--- config.mk ---
export PLATFORM = sky130hd
export DESIGN_NAME = adc_frame_sequencer
export DESIGN_NICKNAME = d
export VERILOG_FILES = /design/src/rtl/adc_frame_sequencer.sv
export SDC_FILE = /design/constraint.sdc
export NUM_CORES = 1
export LEC_CHECK = 0
export BUFFER_PORTS_ARGS = -buffer_cell sky130_fd_sc_hd__buf_2
export CAP_MARGIN = 5
export CORE_ASPECT_RATIO = 0.9
export CORE_UTILIZATION = 50
export DETAILED_ROUTE_END_ITERATION = 8
export PLACE_DENSITY = 0.72
export RECOVER_POWER = 25
export SYNTH_ARGS = -nofsm -noshare
export SYNTH_HDL_FRONTEND = slang
export SYNTH_SLANG_ARGS = --single-unit
export TNS_END_PERCENT = 50
--- constraint.sdc ---
create_clock -name clk -period 5.2 [get_ports clk]
set_clock_uncertainty 0.2 [all_clocks]
set_input_delay 1.56 -clock clk [delete_from_list [all_inputs] [get_ports clk]]
set_output_delay 1.56 -clock clk [all_outputs]
set_load 0.01 [all_outputs]
--- src/rtl/adc_frame_sequencer.sv ---
module adc_frame_sequencer #(
  parameter int DIV_W  = 8,
  parameter int RES_W  = 12,
  parameter int PD_CYC = 4
) (
  input  logic             clk,
  input  logic             rst_n,
  input  logic             req_valid,
  input  logic             req_chan,
  input  logic             req_short,
  input  logic             req_sleep,
  input  logic [DIV_W-1:0] cfg_half,
  input  logic [DIV_W-1:0] cfg_setup,
  input  logic [DIV_W-1:0] cfg_gap,
  input  logic             adc_dout,
  output logic             req_ready,
  output logic             adc_cs_n,
  output logic             adc_sclk,
  output logic             adc_chsel,
  output logic             res_valid,
  output logic [RES_W-1:0] res_data,
  output logic             res_chan,
  output logic             res_flag
);
  localparam int FULL_CYC  = RES_W + 4;
  localparam int SHORT_CYC = RES_W + 2;
  localparam int CW        = $clog2(FULL_CYC + 1);
  localparam logic [CW-1:0] LSB_CYC = CW'(RES_W + 1);

  localparam logic [2:0] S_IDLE = 3'd0, S_SETUP = 3'd1, S_LOW = 3'd2,
                         S_HIGH = 3'd3, S_GAP = 3'd4;
  localparam logic [1:0] K_DUMMY = 2'd0, K_CONV = 2'd1, K_PD = 2'd2;

  logic [2:0]       st;
  logic [1:0]       kind;
  logic [DIV_W-1:0] tmr;
  logic [CW-1:0]    cyc;
  logic [RES_W:0]   sh;
  logic             awake, more, chan_q, short_q, sleep_q;

  logic [DIV_W-1:0] half_len, setup_len, gap_len;
  logic [CW-1:0]    last_cyc;
  logic             tmr_done;

  assign half_len  = (cfg_half == '0) ? DIV_W'(1) : cfg_half;
  assign setup_len = (cfg_setup > half_len) ? cfg_setup : half_len;
  assign gap_len   = (cfg_gap == '0) ? DIV_W'(1) : cfg_gap;
  assign tmr_done  = (tmr <= DIV_W'(1));
  assign req_ready = (st == S_IDLE);
  assign last_cyc  = (kind == K_PD)   ? CW'(PD_CYC) :
                     (kind == K_CONV && short_q) ? CW'(SHORT_CYC) : CW'(FULL_CYC);

  always_ff @(posedge clk or negedge rst_n) begin
    if (!rst_n) begin
      st <= S_IDLE; kind <= K_DUMMY; tmr <= '0; cyc <= '0; sh <= '0;
      awake <= 1'b0; more <= 1'b0; chan_q <= 1'b0; short_q <= 1'b0; sleep_q <= 1'b0;
      adc_cs_n <= 1'b1; adc_sclk <= 1'b1; adc_chsel <= 1'b0;
      res_valid <= 1'b0; res_data <= '0; res_chan <= 1'b0; res_flag <= 1'b0;
    end else begin
      res_valid <= 1'b0;
      case (st)
        S_IDLE: if (req_valid) begin
          chan_q   <= req_chan;
          short_q  <= req_short;
          sleep_q  <= req_sleep;
          kind     <= (!awake || req_chan != adc_chsel) ? K_DUMMY : K_CONV;
          adc_cs_n <= 1'b0;
          cyc      <= '0;
          tmr      <= setup_len;
          st       <= S_SETUP;
        end
        S_SETUP: if (tmr_done) begin
          adc_sclk <= 1'b0;
          cyc      <= CW'(1);
          tmr      <= half_len;
          st       <= S_LOW;
        end else tmr <= tmr - 1'b1;
        S_LOW: if (tmr_done) begin
          adc_sclk <= 1'b1;
          tmr      <= half_len;
          st       <= S_HIGH;
          if (cyc <= LSB_CYC) sh <= {sh[RES_W-1:0], adc_dout};
        end else tmr <= tmr - 1'b1;
        S_HIGH: if (tmr_done) begin
          if (cyc == last_cyc) begin
            adc_cs_n <= 1'b1;
            tmr      <= gap_len;
            st       <= S_GAP;
            case (kind)
              K_DUMMY: begin awake <= 1'b1; kind <= K_CONV; more <= 1'b1; end
              K_CONV: begin
                res_valid <= 1'b1;
                res_data  <= sh[RES_W-1:0];
                res_flag  <= sh[RES_W];
                res_chan  <= chan_q;
                kind      <= K_PD;
                more      <= sleep_q;
              end
              default: begin awake <= 1'b0; more <= 1'b0; end
            endcase
          end else begin
            adc_sclk <= 1'b0;
            cyc      <= cyc + 1'b1;
            tmr      <= half_len;
            st       <= S_LOW;
            if (kind == K_DUMMY && cyc == CW'(1)) adc_chsel <= chan_q;
          end
        end else tmr <= tmr - 1'b1;
        S_GAP: if (tmr_done) begin
          if (more) begin
            adc_cs_n <= 1'b0;
            cyc      <= '0;
            tmr      <= setup_len;
            st       <= S_SETUP;
          end else st <= S_IDLE;
        end else tmr <= tmr - 1'b1;
        default: st <= S_IDLE;
      endcase
    end
  end
endmodule

* After elaboration in Yosys (flattened, before gate mapping)
Cells that the tools add are included.
Storage, ports and cells: register bits after elaboration 54, output and inout bits 19, logic and storage cells 119, input bits 31
Cells by class: equal/unequal tests 19, $add $sub $neg 2, bitwise logic cells 2, order comparisons 3, reduce and logical (&&, ||, !) cells 26, mux-type cells 50
Operators by type and width (count):
- 8-bit two-way mux | 9
- 5-bit two-way mux | 8
- 8-bit one-hot mux with 4 select lines | 1
- 5-bit one-hot mux with 4 select lines | 1
- 3-bit two-way mux | 6
- 8-bit logical NOT | 2
- 2-bit inequality test, second input constant | 8
- 1-bit two-way mux | 15
- 3-bit one-hot mux with 5 select lines | 1
- 5-bit AND reduction | 3
- 4-bit AND reduction | 3
- 3-bit AND reduction | 3
- 8-bit > comparator | 1
- 8-bit by 1-bit less-or-equal comparator with 1-bit output, second input constant | 1
- 2-bit one-hot mux with 2 select lines | 2
- 4-bit nonzero test | 2
- 8-bit by 1-bit subtractor with 8-bit output, second input constant | 1
- 7-bit AND reduction | 1
- 3-bit by 2-bit == test with 1-bit output, second input constant | 2
- 2-bit two-way mux | 3
- 3-bit inequality test, second input constant | 2
- 1-bit one-hot mux with 3 select lines | 2
- 6-bit AND reduction | 1
- 3-bit nonzero test | 2
- 19 further kinds | 22

* Logic depth before layout (Yosys ltp)
Gate-level depths: netlist (run 1).
word-level depth 8, mapped depth 11, depth with buffers taken out 10

* Worst setup path after synthesis (run 1)
Ideal clock, no wire load.
path type input -> register, from input port cfg_half[4], to register tmr[6], buffers on the path 1, data arrival time 3223 ps, setup time 134 ps, data required time 4866 ps, path slack 1642 ps, stages 11, cells stage by stage nor4_1 -> a21oi_1 -> inv_1 -> ha_1 -> nand4_1 -> nor2_1 -> a211oi_1 -> clkbuf_1 -> nor4_1 -> a311oi_1 -> o21ai_0
On the way: cells in the longest elaborated chain, start to end 7, elaborated cells between the ends (all ways) 11, classes of those cells order compare: 1; mux: 9; reduce/logical: 1
RTL lines:
- start: declaration | RTL line 12 | input logic [DIV_W-1:0] cfg_half,
- 8-bit logical NOT | RTL line 45 | assign half_len = (cfg_half == '0) ? DIV_W'(1) : cfg_half;
- 8-bit two-way mux (*) | RTL line 45
- 8-bit > comparator | RTL line 46 | assign setup_len = (cfg_setup > half_len) ? cfg_setup : half_len;
- 8-bit two-way mux | RTL line 46
- 8-bit two-way mux | RTL line 110 | if (more) begin
- 8-bit two-way mux | RTL line 109 | S_GAP: if (tmr_done) begin
- 8-bit one-hot mux with 4 select lines (*) | RTL line 61 | case (st)
- end signal: assignment | RTL line 108 | end else tmr <= tmr - 1'b1;
- end signal: assignment | RTL line 113 | tmr <= setup_len;
- end signal: assignment | RTL line 116 | end else tmr <= tmr - 1'b1;
- end: declaration | RTL line 36 | logic [DIV_W-1:0] tmr;
Mark *: on every way between the ends. The rest lies on a longest branch, timed or not. The select of a mux whose other input is x is not followed. A chain may end at the register's enable or synchronous reset.

==> results of run 1 <==
final cells by class:
| type | count | area [um2] | area share [%] |
|---|---|---|---|
| well taps | 90 | 112.6 | 2.820 |
| multi-input cells | 292 | 2064 | 51.71 |
| flip-flops and latches | 54 | 1354 | 33.91 |
| inverters | 20 | 75.07 | 1.880 |
| clock buffers | 5 | 68.82 | 1.724 |
| repair buffers | 53 | 270.3 | 6.769 |
| clock inverters | 3 | 47.55 | 1.191 |
cell usage in the layout (no fill, tap or decap), types with 4 or more instances in the layout:
master and n:
a211o_1 4, a211oi_1 8, a21oi_1 22, a31oi_1 5
buf_2 48, clkbuf_8 5, dfrtp_1 52, ha_1 12
inv_1 20, mux2_1 10, mux2_2 21, nand2_1 35
nand2b_1 4, nand3_1 8, nand4_1 7, nor2_1 26
nor3_1 14, nor4_1 7, o211ai_1 6, o21ai_0 21
o22ai_1 7, o31ai_1 4, or2_2 4, xnor2_1 5
state kept, by name (all words and copies together) (netlist names):
signal and count:
adc_chsel 1, adc_cs_n 1, adc_sclk 1, awake 1, chan_q 1, cyc 5, kind 2, more 1
res_chan 1, res_data 12, res_flag 1, res_valid 1, sh 13, short_q 1, sleep_q 1, st 3
tmr 8
through the flow:
stage                     hold slack [ns]  worst slack, ns
after floorplan                    0.2467            1.642
after global placement             0.2638            1.187
after detailed placement           0.2738            1.165
after CTS                          0.2965            1.498
after global routing               0.3115           0.6408
final                              0.2896            1.189
report_power, final:
| group | switching (mW) | leakage (nW) | internal, mW |
|---|---|---|---|
| clock | 0.149 | 0.0587 | 0.146 |
| combinational | 0.508 | 1.07 | 0.320 |
| sequential | 0.164 | 0.718 | 0.507 |
| total | 0.821 | 1.84 | 0.973 |
worst max path at each step:
| stage | depth (start not counted) | from | endpoint | slack [ns] |
|---|---|---|---|---|
| detailed placement | 11 | cfg_half[7] | tmr[3] | 1.17 |
| finish | 2 | rst_n | res_data[7] | 1.19 |
| global route | 2 | rst_n | tmr[7] | 0.64 |
| floorplan | 11 | cfg_half[4] | tmr[6] | 1.64 |
| CTS | 11 | cfg_half[4] | tmr[3] | 1.50 |
| global placement | 11 | cfg_half[4] | tmr[3] | 1.19 |
cells by family (layout without fill, tap and decap cells):
logic type / after synthesis / count (layout) / synth area share, %
multiplexers: 34 / 34 / 10.56
AO/OA/AOI/OAI: 111 / 111 / 21.95
XOR/XNOR: 6 / 6 / 1.463
flip-flops: 54 / 54 / 37.70
AND/OR/NAND/NOR: 129 / 129 / 19.86
buffers and inverters: 36 / 81 / 4.285
adder cells (fa/ha/maj): 12 / 12 / 4.181
routing by layer:
metal	GRT usage, %	wire [um]	vias up	share of wire (%)
li1	-	-	1526	-
met1	38.29	4419	1549	47
met2	41.82	3999	157	43
met3	4.396	799	20	8.5
met4	6.667	159	0	1.7
met5	0	0	-	0
==> impl_metrics.toml, run 1 <==
[die]
die_area_mm2 = 0.007525
num_io_pins = 50
chipWidth_um = 91.33
initial_utilization_pct = 53.11
die_y_um = 82.40
core_area_mm2 = 0.006761
placementRows = 28

[layout]
n_fill_cell = 578
final_cells = 517
final_cell_area_mm2 = 0.003993
nNetsFinal = 469
final_util_pct = 59.05
area_delta_synth_final_pct = 11.18
drive_gt1_share_pct = 23.19
diodes = 0

[cts]
clock_latency_ns = 0.32
cts_setup_buffers = 0
clkSinkCount = 54
htreeDepth = 2
holdBufCountCts = 0
root_buffer = "clkbuf_8"
cts.repair.resized = 0
clockBufferDepth = 2
clk_pin_slew_ns = 0.10
numCtsBuffers = 5
cts_tree = "done"

[outcome]
failed_checks = "capacitance limit, slew limit"
status = "finished with violations"

[yosys]
netlist_area_mm2 = 0.003591
synth.largest_area_cell = "dfrtp_1"
synth.most_common_cell = "dfrtp_1"
async_flop_share_pct = 100.0
syn_avg_cell_area_um2 = 9.400
synth_area_leaders = "dfrtp_1 36%, mux2_2 6.6%, ha_1 4.2%, nand2_1 3.7%, mux2_1 3.1%"
synth_ff_type = "dfrtp_1"
ys_seq_elements = 54
ys_seq_area_share_pct = 37.70
synth.distinct_cells = 66
synth_top_area_share_pct = 36.24
synth_fp_nets = 425
synth-edff-count = 0
yosys-top-cells-count = "52 x dfrtp_1, 35 x nand2_1, 26 x nor2_1, 22 x a21oi_1"
synth_cells = 382
yosys_warnings = 0

[global_routing]
first_global_vias = 3074
grt_max_degree = 40
grt_pass1_wl_um = 15600
grt_antenna_before_repair = 0
track_usage_pct = 26.54
gr-total-overflow = 0

[worst_setup_path]
arrival_ns = 3.83
cpMaxStageDelayCell = "clkbuf_1"
path_cells = "clkbuf_1, clkbuf_1"
cpPeakStageDelay_ns = 1.55
cp.required_ns = 5.02
worstReg2RegEnd = "cyc[0]"
end_kind = "asynchronous set/reset pin"
cp_max_fo = 39
r2r-start = "kind[1]"
crit_buf_inv = 2
r2r_cells = 5
cp_common_cell = "clkbuf_1"
rrSetupSlack_ns = 1.59
path_class = "in2async"
crit_path_start_kind = "input port"
cp_top_family = "buffers and inverters"

[routing]
drc = 0
wl_um = 9378
ant_nets = 0
routed_via_density = 6.290
firstDrtPassIters = 6
num_vias = 3252
first_iter_violations = 320
routedWlPerCell_um = 18.14

[timing]
setup-tns-final_ns = 0
min_period_over_period_pct = 77.13
max_freq_mhz = 249.3
slew_headroom_pct = -37.90
grt_setup_unrepaired = "false"
setup_violations = 0
worstMarginPinSlew_ns = 2.069
hold_viol_final = 0
fin_crit_ns = 4.011
drv_slew = 47

[hold_path]
hold_depth = 1
hold_path_class = "reg2reg"
min_from = "res_chan"
min_to = "res_chan"

[placed_design]
dp_cells = 509
gp_congestion = 0.9560
placedInstanceArea_mm2 = 0.003900
dpl.hpwl_um = 7068
port_buffers = 49

[pwr]
cellLeakagePower_nw = 1.843
power_density_mw_per_mm2 = 449.4
vdd_drop_max_mv = 0.1586
fin_total_pwr_mw = 1.794

[job]
maxCapViolCount = 2
No activity file was read; power rests on OpenSTA's default activity.
==> run 2: changes to the inputs <==
==> constraint.sdc (replaced) <==
create_clock -name clk -period 3.7 [get_ports clk]
set_clock_uncertainty 0.2 [all_clocks]
set_input_delay 1.11 -clock clk [delete_from_list [all_inputs] [get_ports clk]]
set_output_delay 1.11 -clock clk [all_outputs]
set_load 0.01 [all_outputs]
==> impl_metrics.toml, run 2 (same netlist as run 1, synthesis figures left out) <==
[routing]
first_iter_violations = 275
routedWlPerCell_um = 17.90
ant_nets = 0
num_vias = 3274
routed_via_density = 6.272
firstDrtPassIters = 5
drc = 0
wl_um = 9342

[timing]
slew_headroom_pct = 34.22
min_period_over_period_pct = 89.49
setup-tns-final_ns = 0
grt_setup_unrepaired = "false"
drv_slew = 0
worstMarginPinSlew_ns = 0.9867
max_freq_mhz = 302.0
fin_crit_ns = 3.311
hold_viol_final = 0
setup_violations = 0

[global_routing]
grt_use_met3_pct = 2.747
grt_antenna_before_repair = 0
grt_max_degree = 41
track_usage_pct = 26.18
top_usage_layer = "met2"
use_met1_pct = 37.31
first_global_vias = 3066
grt_pass1_wl_um = 15210
gr-total-overflow = 0
use_met2_pct = 42.35

[die]
initial_utilization_pct = 53.11
core_area_mm2 = 0.006761
placementRows = 28
chipWidth_um = 91.33
num_io_pins = 50
die_y_um = 82.40
die_area_mm2 = 0.007525

[cts]
htreeDepth = 2
cts_tree = "done"
clk_pin_slew_ns = 0.11
holdBufCountCts = 0
root_buffer = "clkbuf_8"
cts_setup_buffers = 0
cts.repair.resized = 0
clkSinkCount = 54
clock_latency_ns = 0.32
clockBufferDepth = 2
numCtsBuffers = 5

[layout]
diodes = 0
n_fill_cell = 619
area_delta_synth_final_pct = 12.79
regMostFlops = "sh"
drive_gt1_share_pct = 24.54
largest_reg_flops = 13
nNetsFinal = 474
mostFrequentLayoutCells = "52 x dfrtp_1, 48 x buf_2, 35 x nand2_1"
largest_registers = "sh (13), res_data (12), tmr (8)"
final_common_cell = "dfrtp_1"

[placed_design]
gp_congestion = 0.9380
dpl.hpwl_um = 7079
port_buffers = 49

[worst_setup_path]
cp_max_fo = 11
path_class = "in2reg"
cp.required_ns = 3.70
end_kind = "register"
crit_path_start_kind = "input port"
arrival_ns = 3.31

[pwr]
vdd_drop_max_mv = 0.2338
fin_total_pwr_mw = 2.549
cellLeakagePower_nw = 1.872
power_density_mw_per_mm2 = 629.4

[job]
maxCapViolCount = 0

[hold_path]
hold_path_class = "reg2reg"

[outcome]
status = "complete, no violations"
[run 2: cell types whose count changed in the layout (fill, tap and decap cells not counted), sizes merged]
cell	delta
buf	+5
[run 2: layer usage]
layer	routed length (um)	share of wire [%]
met1	4450	48
met2	4030	43
met3	674	7.2
met4	186	2.0
met5	0	0
[run 2: area by class of cell]
class,instances,area [um2],area share (%)
clock buffers,5,68.82,1.699
clock inverters,3,47.55,1.174
inverters,20,75.07,1.854
multi-input cells,292,2083,51.44
flip-flops and latches,54,1354,33.43
well taps,90,112.6,2.780
repair buffers,58,309.0,7.631
[run 2: worst paths after layout]
check	from	endpoint	slack (ns)	depth (start not counted)
max	cfg_half[4]	tmr[6]	0.39	11
min	res_data[5]	res_data[5]	0.29	1
max reg2reg	tmr[0]	sh[6]	0.75	9
min reg2reg	res_data[5]	res_data[5]	0.29	1
max in group asynchronous	rst_n	short_q	1.11	2
min in group asynchronous	rst_n	tmr[2]	0.69	1
[run 2: power by group]
group          total (mW)  internal (mW)  switching, mW  leakage (nW)
registers           0.921          0.713          0.208         0.718
clock network       0.425          0.206          0.219        0.0587
logic                1.20          0.464          0.739          1.10
total                2.55           1.38           1.17          1.87
[run 2: worst max-delay path, cell delays in order]
cell and delay [ns]:
buf_2 0.12, nor4_1 0.29, a21oi_1 0.19, inv_1 0.12, ha_1 0.23, nand4_1 0.09, nor2_1 0.07, nor2_1 0.56
nor4_1 0.10, a311oi_1 0.29, o21ai_0 0.13
[run 2: per-stage QoR]
stage / instance area (um2) / setup slack [ns] / util (%) / cells / hold WS, ns
3_3_place_gp: 3938 / 0.1759 / 58.23 / 514 / 0.2628
5_1_grt: 4050 / 0.1364 / 59.90 / 522 / 0.3137
2_1_floorplan: 3591 / 0.5923 / - / 382 / 0.2467
6_report: 4050 / 0.3887 / 59.90 / 522 / 0.2860
4_1_cts: 4054 / 0.4360 / 59.96 / 522 / 0.2934
3_5_place_dp: 3938 / 0.1048 / 58.23 / 514 / 0.2704
==> run 3: changes to the inputs <==
--- a/config.mk
+++ b/config.mk
@@ -10,6 +10,7 @@
 export CORE_ASPECT_RATIO = 0.9
 export CORE_UTILIZATION = 50
 export DETAILED_ROUTE_END_ITERATION = 8
+export MAX_ROUTING_LAYER = met4
 export PLACE_DENSITY = 0.72
 export RECOVER_POWER = 25
 export SYNTH_ARGS = -nofsm -noshare
==> impl_metrics.toml, run 3 (same netlist as run 1, synthesis figures left out) <==
[layout]
largest_reg_flops = 13
nNetsFinal = 473
regMostFlops = "sh"
final_cells = 521
area_delta_synth_final_pct = 11.95
largest_registers = "sh (13), res_data (12), tmr (8)"
drive_gt1_share_pct = 24.59
mostFrequentLayoutCells = "52 x dfrtp_1, 49 x buf_2, 35 x nand2_1"
diodes = 0
final_common_cell = "dfrtp_1"

[worst_setup_path]
critPathCapture = "tmr[0]"
cp_top_family = "simple AND/OR/NAND/NOR gates"
path_cells = "buf_2, nor3_1, a21oi_1, inv_1, ha_1, nand4_1, nor2_1, nor2_1, or3_1, nand3_1, a211oi_1"
cp_max_fo = 11
r2r-start = "tmr[4]"
crit_path_start_kind = "input port"
cp-startpoint = "cfg_half[7]"
crit_buf_inv = 2
cp.depth = 11
rrSetupSlack_ns = 0.72
path_class = "in2reg"
cpPeakStageDelay_ns = 0.54
r2r_cells = 7
arrival_ns = 3.28
cp.required_ns = 3.73
cp_common_cell = "nor2_1"
worstReg2RegEnd = "sh[3]"
cpMaxStageDelayCell = "nor2_1"
end_kind = "register"

[timing]
fin_ws_ns = 0.4454
fin_crit_ns = 3.255
grt_setup_unrepaired = "false"
setup-tns-final_ns = 0
drv_slew = 0
hold_viol_final = 0
worstMarginPinSlew_ns = 1.316
hold_ws_ns = 0.2866
slew_headroom_pct = 12.27
max_freq_mhz = 307.3
min_period_over_period_pct = 87.96
setup_violations = 0

[global_routing]
grt_pass1_wl_um = 14990
first_global_vias = 2997
grt_antenna_before_repair = 0
gr-total-overflow = 0
track_usage_pct = 26.35
grt_max_degree = 55

[die]
die_area_mm2 = 0.007525
initial_utilization_pct = 53.11
die_y_um = 82.40
placementRows = 28
core_area_mm2 = 0.006761
chipWidth_um = 91.33
num_io_pins = 50

[pwr]
power_density_mw_per_mm2 = 613.0
fin_total_pwr_mw = 2.464
cellLeakagePower_nw = 1.852
vdd_drop_max_mv = 0.2256

[cts]
clockBufferDepth = 2
cts_setup_buffers = 0
clk_pin_slew_ns = 0.10
holdBufCountCts = 0
htreeDepth = 2
cts.repair.resized = 0
clkSinkCount = 54
numCtsBuffers = 5
clock_latency_ns = 0.31
root_buffer = "clkbuf_8"
cts_tree = "done"

[routing]
num_vias = 3202
ant_nets = 0
routed_via_density = 6.146
routedWlPerCell_um = 17.40
wl_um = 9064
drc = 0
firstDrtPassIters = 5
first_iter_violations = 251

[job]
maxCapViolCount = 0

[placed_design]
port_buffers = 49
gp_congestion = 0.9057
dpl.hpwl_um = 6868
dp_cells = 513
pre_cts_ws_ns = 0.1582

[hold_path]
hold_path_class = "reg2reg"

[outcome]
status = "complete, no violations"
[run 3: changes by cell type in the layout (fill, tap and decap cells not counted)]
| cell | before | now |
|---|---|---|
| buf_4 | 8 | 7 |
| clkinv_4 | 1 | 0 |
| buf_2 | 48 | 49 |
| clkbuf_1 | 1 | 0 |
| clkinvlp_4 | 0 | 2 |
| bufinv_16 | 1 | 0 |
[run 3: report_power, final]
part	switching [mW]	leakage, nW	internal [mW]
registers	0.208	0.718	0.713
logic	0.735	1.09	0.463
clock network	0.210	0.0408	0.136
[run 3: how the worst min path moves through the flow]
stage	from	cells past startpoint	endpoint	slack (ns)
2_1_floorplan	sleep_q	2	sleep_q	0.25
3_3_place_gp	res_data[7]	1	res_data[7]	0.26
3_5_place_dp	res_data[5]	1	res_data[5]	0.27
4_1_cts	res_data[5]	1	res_data[5]	0.30
5_1_grt	res_data[9]	1	res_data[9]	0.31
6_report	res_flag	1	res_flag	0.29
[run 3: layer usage]
metal / wire length, um / global-route usage, %
met5: 0 / -
met3: 696 / 3.846
met4: 90 / 6.508
met1: 4382 / 37.90
met2: 3894 / 39.24
[run 3: final cells by class]
type / count / area (um2)
Fill cell: 608 / 2741
Tap cell: 90 / 112.6
Timing Repair Buffer: 57 / 302.8
Inverter: 20 / 75.07
Multi-Input combinational cell: 292 / 2083
Clock inverter: 3 / 23.77
Sequential cell: 54 / 1354
Clock buffer: 5 / 68.82
[run 3: stage by stage]
step           instance area [um2]  util [%]
4_1_cts                       4023     59.49
3_3_place_gp                  3930     58.12
5_1_grt                       4020     59.46
2_1_floorplan                 3591         -
6_report                      4020     59.46
3_5_place_dp                  3930     58.12
